### src/rtl/dpram_pkg.sv
package dpram_pkg;
    localparam int MEM_ADDR_W = 4;
    localparam int MEM_DATA_W = 2;
    localparam int MEM_DEPTH  = 1 << MEM_ADDR_W;

    typedef logic [MEM_ADDR_W-1:0] addr_t;
    typedef logic [MEM_DATA_W-1:0] word_t;

    typedef struct packed {
        logic  en;
        addr_t addr;
        word_t data;
    } wr_req_t;

    function automatic wr_req_t pack_write(input logic en, input addr_t a, input word_t d);
        wr_req_t r;
        r.en   = en;
        r.addr = a;
        r.data = d;
        return r;
    endfunction
endpackage

### src/rtl/lut_cell.sv
module lut_cell #(
    parameter int ADDR_W = dpram_pkg::MEM_ADDR_W,
    localparam int DEPTH = 1 << ADDR_W
) (
    input  logic              clk,
    input  logic              we,
    input  logic [ADDR_W-1:0] waddr,
    input  logic              d,
    input  logic [ADDR_W-1:0] raddr,
    output logic              q
);
    logic [DEPTH-1:0] bits;

    always_ff @(posedge clk) begin
        if (we) begin
            bits[waddr] <= d;
        end
    end

    assign q = bits[raddr];
endmodule

### src/rtl/mem_slice.sv
module mem_slice
    import dpram_pkg::*;
(
    input  logic    clk,
    input  logic    rst,
    input  wr_req_t req,
    input  addr_t   raddr,
    output word_t   rdata
);
    logic we_eff;
    assign we_eff = req.en & ~rst;

    for (genvar b = 0; b < MEM_DATA_W; b++) begin : g_bit
        lut_cell #(.ADDR_W(MEM_ADDR_W)) u_cell (
            .clk   (clk),
            .we    (we_eff),
            .waddr (req.addr),
            .d     (req.data[b]),
            .raddr (raddr),
            .q     (rdata[b])
        );
    end


    readback_chk: assert property (@(posedge clk) disable iff (rst)
        ($past(req.en && !rst) && raddr == $past(req.addr)) |-> rdata == $past(req.data));


    hold_chk: assert property (@(posedge clk) disable iff (rst)
        (!$past(req.en) && !$past(rst) && raddr == $past(raddr)) |-> rdata == $past(rdata));
endmodule

### src/rtl/dist_dpram.sv
module dist_dpram
    import dpram_pkg::*;
#(
    parameter bit DUAL_PORT = 1'b1
) (
    input  logic                  clk,
    input  logic                  rst,
    input  logic                  wr_en,
    input  logic [MEM_ADDR_W-1:0] rw_addr,
    input  logic [MEM_DATA_W-1:0] wr_data,
    output logic [MEM_DATA_W-1:0] rw_rdata,
    input  logic [MEM_ADDR_W-1:0] ro_addr,
    output logic [MEM_DATA_W-1:0] ro_rdata
);
    wr_req_t req;
    assign req = pack_write(wr_en, rw_addr, wr_data);

    mem_slice u_primary (
        .clk   (clk),
        .rst   (rst),
        .req   (req),
        .raddr (rw_addr),
        .rdata (rw_rdata)
    );

    if (DUAL_PORT) begin : g_dual
        mem_slice u_companion (
            .clk   (clk),
            .rst   (rst),
            .req   (req),
            .raddr (ro_addr),
            .rdata (ro_rdata)
        );


        mirror_chk: assert property (@(posedge clk) disable iff (rst)
            ($past(wr_en && !rst) && ro_addr == rw_addr && ro_addr == $past(rw_addr))
            |-> ro_rdata == rw_rdata);


        other_word_chk: assert property (@(posedge clk) disable iff (rst)
            ($past(wr_en) && ro_addr != $past(rw_addr) && ro_addr == $past(ro_addr) && !$past(rst))
            |-> ro_rdata == $past(ro_rdata));
    end else begin : g_single
        assign ro_rdata = '0;
    end
endmodule

### config.mk
export PLATFORM = sky130hd
export DESIGN_NAME = dist_dpram
export DESIGN_NICKNAME = d
export VERILOG_FILES = /design/src/rtl/dpram_pkg.sv /design/src/rtl/lut_cell.sv /design/src/rtl/mem_slice.sv /design/src/rtl/dist_dpram.sv
export SDC_FILE = /design/constraint.sdc
export NUM_CORES = 1
export LEC_CHECK = 0
export ABC_AREA = 1
export BUFFER_PORTS_ARGS = -buffer_cell sky130_fd_sc_hd__buf_4
export CORE_ASPECT_RATIO = 1.75
export CORE_MARGIN = 3
export CORE_UTILIZATION = 50
export CTS_BUF_LIST = sky130_fd_sc_hd__clkbuf_8
export CTS_CLUSTER_SIZE = 10
export DETAILED_ROUTE_END_ITERATION = 12
export HOLD_SLACK_MARGIN = 0.06
export PLACE_DENSITY = 0.77
export SYNTH_ARGS = -nofsm -noshare
export SYNTH_HDL_FRONTEND = slang
export SYNTH_SLANG_ARGS = --single-unit
### constraint.sdc
create_clock -name clk -period 1.5 [get_ports clk]
set_input_delay 0.075 -clock clk [delete_from_list [all_inputs] [get_ports clk]]
set_output_delay 0.075 -clock clk [all_outputs]
set_load 0.05 [all_outputs]
==> qor.txt, run 1 <==
outcome: complete, no violations
dominant cell type by area after synthesis: edfxtp_1
fin cells: 320
clock share of power: 31.8%
wire length per cell: 13.1 um
H-Tree Depth: 2
Max Slew Vio Count: 0
Ports: 17
share of cells above drive strength 1: 12.4%
crit path max fanout: 2
syn avg cell area: 7.46 sq um
internal power: 0.00140 W
Mapped Cells: 261
CTS tree: yes
total die area: 4710 sq um
vias in the first global route: 1456
post-synth top area share: 49.4%
Top FF cell, synth: edfxtp_1
CTS clock-pin slew for the worst setup and hold paths: 0.06 ns
Post-synth EDFFs: 32
CP startpoint kind: flop
crit path capture type: output pin
setup TNS: 0 ns
Slew headroom: 80.8%
drt total wl: 4.18 mm
via count: 1570
Num CTS Buffers: 5
Setup Crit Path Kind: flop to output pin
Synth async-reset ratio: 0%
vias per cell: 4.91
grt met2 use: 35.6%
Hold WS: 0.126 ns
hold worst-path end: g_dual.u_companion.g_bit[1].u_cell.bits[4]$_DFFE_PP_
worst endpoint required time: 1.42 ns
clk buf depth: 2
power share of the combinational group: 15.2%
Die Y: 88.5 um
RSZ-0062 raised after global routing: yes
grt peak-use layer: met2
CORE AREA: 3700 sq um
worst ir drop on vdd: 0.746 mV
sequential element share of the synthesized area: 49.4%
DR pass1 iterations: 4
first-pass GRT wire length: 6.76 mm
port bufs: 16
sw frac: 26.0%
Yosys reg bits: 32
Hold Crit Start: wr_data[1]
Crit path arrival time: 1.31 ns
Worst Max-Slew Pin Slew: 0.288 ns
Ys Warns: 0
switching pwr: 0.000491 W
row count: 29
met3 global-route usage: 3.04%
area delta synth->final: 9.00%
gpl congestion: 0.820
dominant cell by count in the synthesized netlist: nand2_1
GRT Total Usage: 20.6%
DR iter-0 viols: 58
synthesized cell area: 1950 sq um
Reg power frac: 53.0%
Synth cell types: 14
leakage: 1.06 nW
drc violations: 0
Finish-stage setup viols: 0
Max Freq: 721 MHz
Final Util: 57.3%
Max-Cap Viols: 0
Hold Vio Cnt, Final: 0
met1 Usage GRT: 24.0%
root buffer cell: clkbuf_8
Synth area leaders: edfxtp_1, nand2_1, nand3_1
largest net degree at the start of global routing: 20
Placed Cells: 311
Filler cells: 362
net count after synthesis: 274
grt ovf: 0
crit path time final: 1.39 ns
worst min path class: input pin to flop
commonest cells in the netlist: nand2_1, inv_1, edfxtp_1
placed wire-length estimate: 3.13 mm
hold depth: 1
Power Dens Cells: 889 nW/um^2
clk sinks: 32
Die W: 53.2 um
Starting Density: 52.6%
initial antenna violation count: 0
Detail Route Antenna Nets: 0
antenna cell count: 0
fin nets: 286
Final period util: 92.5%
-- worst max-delay path: stages (launching register included) --
cell	delay [ns]
edfxtp_1	0.40
nand2_1	0.08
nand2_1	0.06
nand2_1	0.05
nand2_1	0.06
nand2_1	0.07
nand2_1	0.05
inv_1	0.06
nand2_2	0.05
buf_6	0.15
-- power by group through the flow --
stage	clock network, W	logic (W)	registers [W]
2_1_floorplan	0	0.000217	0.00102
3_3_place_gp	0	0.000273	0.00102
3_5_place_dp	0	0.000276	0.00102
4_1_cts	0.000606	0.000277	0.00100
5_1_grt	0.000645	0.000320	0.00100
6_report	0.000600	0.000287	0.00100
-- cell type report --
class / count / area [sq um] / area share (%)
clock buffers: 5 / 68.8 / 3.24
clock inverters: 3 / 11.3 / 0.531
inverters: 40 / 158 / 7.43
multi-input cells: 177 / 727 / 34.3
flip-flops and latches: 32 / 961 / 45.3
well taps: 46 / 57.6 / 2.71
repair buffers: 17 / 139 / 6.54
-- how the worst max path moves through the flow --
stage | from | to | depth (start not counted)
6_report | g_dual.u_companion.g_bit[1].u_cell.bits[1]$_DFFE_PP_ | rw_rdata[1] | 9
3_5_place_dp | rst | g_dual.u_companion.g_bit[1].u_cell.bits[1]$_DFFE_PP_ | 4
4_1_cts | g_dual.u_companion.g_bit[0].u_cell.bits[0]$_DFFE_PP_ | rw_rdata[0] | 9
5_1_grt | g_dual.u_companion.g_bit[0].u_cell.bits[13]$_DFFE_PP_ | rw_rdata[0] | 9
2_1_floorplan | g_dual.u_companion.g_bit[0].u_cell.bits[8]$_DFFE_PP_ | rw_rdata[0] | 9
3_3_place_gp | rst | g_dual.u_companion.g_bit[0].u_cell.bits[0]$_DFFE_PP_ | 4
-- cell families after synthesis --
group	Yosys count	share of synthesized area [%]
flops	32	49.4
buf+inv	52	13.7
simple gates	177	37.0
-- through the flow --
| step | setup WS, ns | total power [W] | cell area, sq um |
|---|---|---|---|
| detailed placement | 0.280 | 0.00130 | 2020 |
| global route | -0.0101 | 0.00197 | 2120 |
| global placement | 0.328 | 0.00129 | 2020 |
| finish | 0.113 | 0.00189 | 2120 |
| floorplan | 0.512 | 0.00123 | 1950 |
| CTS | 0.0790 | 0.00188 | 2100 |
-- routing by layer --
layer,part of all wire [%],up-vias,wire [um]
met1,39,689,1620
li1,-,817,-
met4,2.3,0,96
met3,5.9,7,246
met5,0,-,0
met2,53,57,2220
-- sequential cells by signal, summed over array words and instances, names as in the netlist --
name and count:
u_primary.g_bit.u_cell.bits 2, g_dual.u_companion.g_bit.u_cell.bits 30
-- cell usage in the layout, fill, tap and decap left out --
cell and n:
clkbuf_8 5, nand3_1 27, inv_1 39, nand2_1 121, inv_8 1, inv_2 1, nor2_1 19, buf_4 14
nand3_2 1, clkinv_1 2, buf_6 3, edfxtp_1 32, nand2_2 9
-- repair_timing --
item	in CTS	in global routing
hold buffers	0	0
gates resized for setup	0	5
hold endpoints to repair	0	0
setup buffers	0	1
setup endpoints to repair	0	3
(Power assumes the default switching activity.)
==> run 2: changes to the inputs <==
--- a/config.mk
+++ b/config.mk
@@ -7,14 +7,16 @@
 export LEC_CHECK = 0
 export ABC_AREA = 1
 export BUFFER_PORTS_ARGS = -buffer_cell sky130_fd_sc_hd__buf_4
+export CAP_MARGIN = 40
 export CORE_ASPECT_RATIO = 1.75
 export CORE_MARGIN = 3
-export CORE_UTILIZATION = 50
+export CORE_UTILIZATION = 65
 export CTS_BUF_LIST = sky130_fd_sc_hd__clkbuf_8
+export CTS_CLUSTER_DIAMETER = 120
 export CTS_CLUSTER_SIZE = 10
 export DETAILED_ROUTE_END_ITERATION = 12
 export HOLD_SLACK_MARGIN = 0.06
-export PLACE_DENSITY = 0.77
+export PLACE_DENSITY = 0.94
 export SYNTH_ARGS = -nofsm -noshare
 export SYNTH_HDL_FRONTEND = slang
 export SYNTH_SLANG_ARGS = --single-unit
==> run 2 against run 1 <==
Against the previous run:
- fmax shrank 3.1%
- die area shrank 21%
- critical path depth is the same
- clock power is essentially flat
- worst hold slack lost 0.018 ns
- largest cell class unchanged
- sequential share of layout area grew 0.79 points
- sequential power is essentially flat
- core utilization grew 18 points
- global-route usage grew 6.0 points
==> qor.txt, run 2 (synthesis results as in run 1) <==
area delta synth->final: 7.13% (was 9.00%)
Final period util: 95.5% (was 92.5%)
Detail Route Antenna Nets: 0 (unchanged)
Power Dens Cells: 906 nW/um^2 (was 889 nW/um^2)
most frequent cells in the layout: nand2_1, inv_1, edfxtp_1 (unchanged)
worst endpoint required time: 1.42 ns (about the same)
most common cell after layout, fill and taps aside: nand2_1 (unchanged)
share of cells above drive strength 1: 12.9% (was 12.4%)
CP startpoint kind: flop (unchanged)
clk sinks: 32 (unchanged)
DR pass1 iterations: 5 (was 4)
crit path capture type: output pin (unchanged)
fin cells: 299 (was 320)
Max Slew Vio Count: 0 (unchanged)
crit path max fanout: 2 (unchanged)
Max Freq: 698 MHz (was 721 MHz)
wire length per cell: 14.2 um (was 13.1 um)
most flop-heavy register: g_dual.u_companion.g_bit.u_cell.bits (unchanged)
crit path max-delay cell type: edfxtp_1 (unchanged)
pre-CTS setup slack: 0.289 ns (was 0.280 ns)
Placed Cells: 292 (was 311)
CTS tree: yes (unchanged)
Max-Cap Viols: 0 (unchanged)
most used cell along the critical path: nand2_1 (unchanged)
Setup Crit Path Kind: flop to output pin (unchanged)
CTS Hold Bufs: 0 (unchanged)
initial antenna violation count: 0 (unchanged)
root buffer cell: clkbuf_8 (unchanged)
fin nets: 285 (was 286)
via count: 1689 (was 1570)
Ports: 17 (unchanged)
vias per cell: 5.65 (was 4.91)
worst min path class: input pin to flop (unchanged)
DR iter-0 viols: 88 (was 58)
clk buf depth: 2 (unchanged)
CORE AREA: 2780 sq um (was 3700 sq um)
largest net degree at the start of global routing: 20 (unchanged)
vias in the first global route: 1632 (was 1456)
leakage: 1.05 nW (was 1.06 nW)
Filler cells: 204 (was 362)
grt ovf: 0 (unchanged)
Starting Density: 69.9% (was 52.6%)
placed wire-length estimate: 3.04 mm (was 3.13 mm)
crit path time final: 1.43 ns (was 1.39 ns)
Num CTS Buffers: 5 (unchanged)
port bufs: 16 (unchanged)
H-Tree Depth: 2 (unchanged)
antenna cell count: 0 (unchanged)
gpl congestion: 0.823 (was 0.820)
Crit path arrival time: 1.36 ns (was 1.31 ns)
Slew headroom: 78.3% (was 80.8%)
setup TNS: 0 ns (unchanged)
GRT Total Usage: 26.5% (was 20.6%)
CTS clock-pin slew for the worst setup and hold paths: 0.06 ns (about the same)
total die area: 3710 sq um (was 4710 sq um)
Die W: 47.4 um (was 53.2 um)
Finish-stage setup viols: 0 (unchanged)
outcome: complete, no violations (unchanged)
worst ir drop on vdd: 0.856 mV (was 0.746 mV)
RSZ-0062 raised after global routing: yes (unchanged)
Largest stage delay, worst path: 0.42 ns (was 0.40 ns)
drc violations: 0 (unchanged)
max FFs per register: 30 (unchanged)
Die Y: 78.4 um (was 88.5 um)
setup ws final: 0.0681 ns (was 0.113 ns)
row count: 25 (was 29)
Largest regs: g_dual.u_companion.g_bit.u_cell.bits (30), u_primary.g_bit.u_cell.bits (2) (unchanged)
first-pass GRT wire length: 6.86 mm (was 6.76 mm)
CP Cell Sequence: nand2_1 -> nand2_1 -> nand2_1 -> nand2_1 -> nand2_1 -> nand2_1 -> inv_1 -> nand2_1 -> buf_6 (was nand2_1 -> nand2_1 -> nand2_1 -> nand2_1 -> nand2_1 -> nand2_1 -> inv_1 -> nand2_2 -> buf_6)
Worst Max-Slew Pin Slew: 0.324 ns (was 0.288 ns)
Hold Vio Cnt, Final: 0 (unchanged)
drt total wl: 4.24 mm (was 4.18 mm)
run 2: cell types whose count changed in the layout (fill, tap and decap cells not counted), sizes merged:
cell      before  now
inv           41   39
buf           17   16
clkinvlp       0    1
run 2: layout make-up:
cell class              instances  area (sq um)  share of cell area (%)
multi-input cells             177           724                    34.7
flip-flops and latches         32           961                    46.1
repair buffers                 16           128                    6.12
clock buffers                   5          68.8                    3.30
inverters                      40           158                    7.56
well taps                      27          33.8                    1.62
clock inverters                 2          12.5                   0.600
run 2: worst paths after layout:
kind,start,to,cells after the start
worst max-delay path,g_dual.u_companion.g_bit[0].u_cell.bits[7]$_DFFE_PP_,rw_rdata[0],9
worst min-delay path,wr_data[1],g_dual.u_companion.g_bit[1].u_cell.bits[10]$_DFFE_PP_,1
run 2: power breakdown:
group | internal [W] | total [W] | switching [W]
combinational | 0.0000899 | 0.000286 | 0.000196
sequential | 0.000995 | 0.00100 | 0.00000575
clock | 0.000313 | 0.000602 | 0.000290
total | 0.00140 | 0.00189 | 0.000491
run 2: per-layer routing:
metal	track usage [%]	up-vias	share of wire, %
li1	-	813	-
met1	29.3	771	36
met2	44.1	89	52
met3	5.96	16	7.6
met4	14.4	0	3.8
met5	0	-	0
run 2: critical path: cells and delay by family (launching register included):
family	cells	cell delay, ns
AND/OR/NAND/NOR	7	0.45
flip-flops	1	0.42
buffers and inverters	2	0.21
run 2: stage by stage:
stage               power [W]  hold WS [ns]  instance area [sq um]  utilization [%]
global route          0.00197         0.118                   2090             74.9
CTS                   0.00189         0.108                   2070             74.5
floorplan             0.00123         0.174                   1950                -
detailed placement    0.00129         0.398                   1990             71.6
global placement      0.00129         0.399                   1990             71.6
finish                0.00189         0.108                   2090             74.9
run 2: what timing repair did:
action / in CTS / in global routing
buffers inserted: 0 / 0
setup endpoints to repair: 0 / 2
resized for setup: 0 / 4
